<file path="src/rtl/wb_cache_ctrl.sv">
module wb_cache_ctrl #(
  parameter int ADDR_W = 16,
  parameter int DATA_W = 32,
  parameter int IDX_W  = 4
) (
  input  logic              clk,
  input  logic              rst_n,
  input  logic              alloc_on_write,
  input  logic              cpu_req,
  input  logic              cpu_we,
  input  logic [ADDR_W-1:0] cpu_addr,
  input  logic [DATA_W-1:0] cpu_wdata,
  output logic [DATA_W-1:0] cpu_rdata,
  output logic              cpu_stall,
  output logic              mem_req,
  output logic              mem_we,
  output logic [ADDR_W-1:0] mem_addr,
  output logic [DATA_W-1:0] mem_wdata,
  input  logic [DATA_W-1:0] mem_rdata,
  input  logic              mem_ready
);
  localparam int LINES = 1 << IDX_W;
  localparam int TAG_W = ADDR_W - IDX_W;

  typedef enum logic [2:0] {S_IDLE, S_WBACK, S_FILL, S_WARD, S_RESP} state_t;

  state_t             st_q, st_d;
  logic [LINES-1:0]   valid_q, dirty_q;
  logic [TAG_W-1:0]   tag_q  [LINES];
  logic [DATA_W-1:0]  data_q [LINES];

  logic [IDX_W-1:0]   idx;
  logic [TAG_W-1:0]   tag;
  logic               hit, victim_dirty, mem_done;
  logic               ln_we, ln_dirty;
  logic [DATA_W-1:0]  ln_data;

  assign idx          = cpu_addr[IDX_W-1:0];
  assign tag          = cpu_addr[ADDR_W-1:IDX_W];
  assign hit          = valid_q[idx] && (tag_q[idx] == tag);
  assign victim_dirty = valid_q[idx] && dirty_q[idx];
  assign mem_done     = mem_req && mem_ready;

  always_comb begin
    st_d     = st_q;
    ln_we    = 1'b0;
    ln_data  = cpu_wdata;
    ln_dirty = 1'b1;
    case (st_q)
      S_IDLE: if (cpu_req) begin
        if (hit) begin
          ln_we = cpu_we;
        end else if (cpu_we && !alloc_on_write) begin
          st_d = S_WARD;
        end else if (victim_dirty) begin
          st_d = S_WBACK;
        end else if (cpu_we) begin
          ln_we = 1'b1;
          st_d  = S_RESP;
        end else begin
          st_d = S_FILL;
        end
      end
      S_WBACK: if (mem_done) begin
        if (cpu_we) begin
          ln_we = 1'b1;
          st_d  = S_RESP;
        end else begin
          st_d = S_FILL;
        end
      end
      S_FILL: if (mem_done) begin
        ln_we    = 1'b1;
        ln_data  = mem_rdata;
        ln_dirty = 1'b0;
        st_d     = S_RESP;
      end
      S_WARD: if (mem_done) st_d = S_RESP;
      S_RESP: st_d = S_IDLE;
      default: st_d = S_IDLE;
    endcase
  end

  always_ff @(posedge clk) begin
    if (!rst_n) begin
      st_q    <= S_IDLE;
      valid_q <= '0;
      dirty_q <= '0;
    end else begin
      st_q <= st_d;
      if (ln_we) begin
        valid_q[idx] <= 1'b1;
        dirty_q[idx] <= ln_dirty;
      end
    end
  end

  always_ff @(posedge clk) begin
    if (ln_we) begin
      tag_q[idx]  <= tag;
      data_q[idx] <= ln_data;
    end
  end

  assign cpu_rdata = data_q[idx];
  assign cpu_stall = !(((st_q == S_IDLE) && (!cpu_req || hit)) || (st_q == S_RESP));
  assign mem_req   = (st_q == S_WBACK) || (st_q == S_FILL) || (st_q == S_WARD);
  assign mem_we    = (st_q != S_FILL);
  assign mem_addr  = (st_q == S_WBACK) ? {tag_q[idx], idx} : cpu_addr;
  assign mem_wdata = (st_q == S_WBACK) ? data_q[idx] : cpu_wdata;
endmodule

</file>
<file path="config.mk">
export PLATFORM = sky130hd
export DESIGN_NAME = wb_cache_ctrl
export DESIGN_NICKNAME = d
export VERILOG_FILES = /design/src/rtl/wb_cache_ctrl.sv
export SDC_FILE = /design/constraint.sdc
export NUM_CORES = 1
export LEC_CHECK = 0
export BUFFER_PORTS_ARGS = -buffer_cell sky130_fd_sc_hd__buf_2
export CAP_MARGIN = 25
export CORE_MARGIN = 10
export CORE_UTILIZATION = 40
export CTS_CLUSTER_SIZE = 25
export DETAILED_ROUTE_END_ITERATION = 16
export HOLD_SLACK_MARGIN = 0.15
export SYNTH_ARGS = -nofsm -noshare
export SYNTH_HDL_FRONTEND = slang
export SYNTH_SLANG_ARGS = --single-unit
</file>
<file path="constraint.sdc">
create_clock -name clk -period 6.88 [get_ports clk]
set_clock_uncertainty 0.15 [all_clocks]
set_input_delay 1.376 -clock clk [delete_from_list [all_inputs] [get_ports clk]]
set_output_delay 1.376 -clock clk [all_outputs]
set_load 0.02 [all_outputs]
</file>
==> metrics <==
CTS hold repair buffers=0; CTS resizes=0; MaxCap Viol Count=0; clock root buffer=clkbuf_16; # placed instances=2569; Min-Delay Path Class=flop to flop; Sw Pwr=0.00216 W; largest net degree at the start of global routing=58; Sequential Power Share=0.512; clk buf depth=3; Setup CP Type=input pin to output pin; postcts setup bufs=0; Max Slew Vio Count=0; reg2reg path depth=9; Avg WL per Cell=27.3 um; Initial DRT Pass Iterations=5; Clk Latency, worst-skew pair=0.64 ns; FP Rows=100; Final HPWL DP=42700 um; min Tclk post-route=6.30 ns; Yosys reg bits=739; Int Pwr=0.00760 W; Avg Inst Size Synth=20.4 um2; Worst Max-Slew Pin Slew=0.985 ns; Worst R2R Setup Slack=2.22 ns; antenna cell count=0; CP max FO=30; ports placed on the boundary=169; power per cell area=280 nW/um2; Finished Layout Cells=2708; Worst path max stage delay=0.55 ns; Fmax=0.159 GHz; count of final hold-check violations=0; 1st-iter DRT viols=1285; CTS tree=built; Worst Setup Start Kind=input pin; ratio of cells with drive above 1 in the final layout=0.363; die width=294 um; H-tree levels=3; area grow syn2layout=16.3%; DR DRC count=0; Clock power frac=0.417; Via Count=15400; Seq/Total Area, Yosys=0.728; vias in the first global route=16000; reg-to-reg startpoint=tag_q[3][9]; post-synthesis net count=1555; Slew HR=0.341; worst path cell trace=clkbuf_8, mux4_2, mux4_2, xor2_1, nor4_4, nand2_1, a2111o_1, o21ai_0, buf_4, o21ai_0, buf_2; TritonCTS Sinks=739; total global-route track usage=0.170; Reg-to-Reg End=data_q[8][28]; DIE AREA=86400 um2; first-pass GRT wire length=109000 um; Synth top area share=0.704; Post-synth EDFFs=704; Cells after Synth=1469; gr ovfl total=0; # nets final=1765; Slowest-stage cell, CP=mux4_2; via density per instance=5.69; routed wire length=73800 um; crit path DAT=4.77 ns; unrepaired setup endpoints after global routing=false; Final setup viols=0; Initial Util=0.403; crit path from=cpu_addr[1]; Synth area leaders=edfxtp_1, mux4_2, mux2_2, dfxtp_1, mux2i_1; outcome=completed; top-count cell post-synth=edfxtp_1; combinational power share=0.072; crit share post-route=0.916; Post-synth ARST share=0; crit path capture type=output pin; cell area after synthesis=30000 um2; CP endpoint=cpu_stall; CTS Buf Count=77; required time of the critical path=5.35 ns; leakage=11.4 nW; Die H=294 um; Final Wtd Congestion=0.827; sw frac=0.222; IO buf count=168; DRT antenna net count=0; initial antenna violation count=0; setup_tns=0 ns; Peak VDD IR=0.211 mV; synth warn=0; top post-synthesis cells by count=edfxtp_1, mux4_2, mux2_2; Yosys cell types=56; Primary FF master, synth=edfxtp_1; Reg clk slew, reported paths=0.05 ns; hold slack=0.327 ns; Synth area leader=edfxtp_1; core area=74400 um2
==> power groups by stage <==
stage	clock (W)	sequential [W]	combinational, W
after CTS	0.00417	0.00499	0.000711
after floorplan	0	0.00509	0.000449
after global routing	0.00433	0.00499	0.000756
after global placement	0	0.00509	0.000695
final	0.00407	0.00499	0.000698
after detailed placement	0	0.00509	0.000710
==> cells in the final DEF (no fill, tap or decap), types with 18 or more instances in the layout <==
master / Yosys / routed
mux2_2: 69 / 69
mux4_2: 203 / 203
nand3_1: 18 / 18
o21ai_0: 23 / 23
buf_4: 6 / 37
edfxtp_1: 704 / 704
nor3_1: 21 / 21
nand2_1: 31 / 30
nor2_1: 48 / 47
buf_2: 13 / 164
buf_12: 0 / 20
dfxtp_1: 35 / 35
mux2i_1: 50 / 50
clkbuf_16: 0 / 77
==> critical path, delay by kind of cell <==
kind            cells  cell delay, ns
mux                 2            1.06
compound gates      3            0.78
buf+inv             3            0.72
simple gates        2            0.61
xor+xnor            1            0.19
==> per-stage QoR <==
stage / util / setup WS, ns / area, um2 / total power, W
global route: 0.469 / 0.364 / 34900 / 0.0101
global placement: 0.435 / 0.564 / 32400 / 0.00578
detailed placement: 0.436 / 0.577 / 32400 / 0.00580
CTS: 0.469 / 0.572 / 34900 / 0.00988
floorplan: - / 0.896 / 30000 / 0.00554
finish: 0.469 / 0.579 / 34900 / 0.00976
==> final cells by class <==
type,instances,area (um2)
clock buffer,93,1990
clock inverter,46,498
fill,6116,39500
inverter,9,33.8
multi-input combinational,627,7770
sequential,739,21800
tap,969,1210
timing repair buffer,225,1570
==> registers in the layout (all words and copies together), names as in the netlist <==
name and flops:
st_q 3, data_q 512, tag_q 192, dirty_q 16, valid_q 16
==> how the worst min path moves through the flow <==
stage          slack (ns)  cells past startpoint       start         end
6_report             0.33                      1  valid_q[3]  valid_q[3]
5_1_grt              0.34                      1  valid_q[1]  valid_q[1]
4_1_cts              0.33                      1  valid_q[9]  valid_q[9]
3_5_place_dp         0.31                      1  valid_q[9]  valid_q[9]
3_3_place_gp         0.30                      1  valid_q[9]  valid_q[9]
2_1_floorplan        0.29                      1  valid_q[8]  valid_q[8]
==> logic make-up (layout without fill, tap and decap cells) <==
kind of cell / count (synthesis) / in the layout / share of synthesized area
flip-flops: 739 / 739 / 0.728
multiplexers: 322 / 322 / 0.195
AND/OR/NAND/NOR: 173 / 173 / 0.0292
AO/OA/AOI/OAI: 118 / 118 / 0.0296
buffers and inverters: 103 / 373 / 0.0147
XOR/XNOR: 14 / 14 / 0.00408
==> routing by layer <==
| metal | share of wire | wire length [um] | track usage |
|---|---|---|---|
| met2 | 0.48 | 35700 | 0.275 |
| met4 | 0.021 | 1510 | 0.0444 |
| met1 | 0.43 | 32000 | 0.237 |
| met5 | 0 | 0 | 0 |
| met3 | 0.063 | 4650 | 0.0288 |
Note: power is estimated with default switching activity, not from simulation.
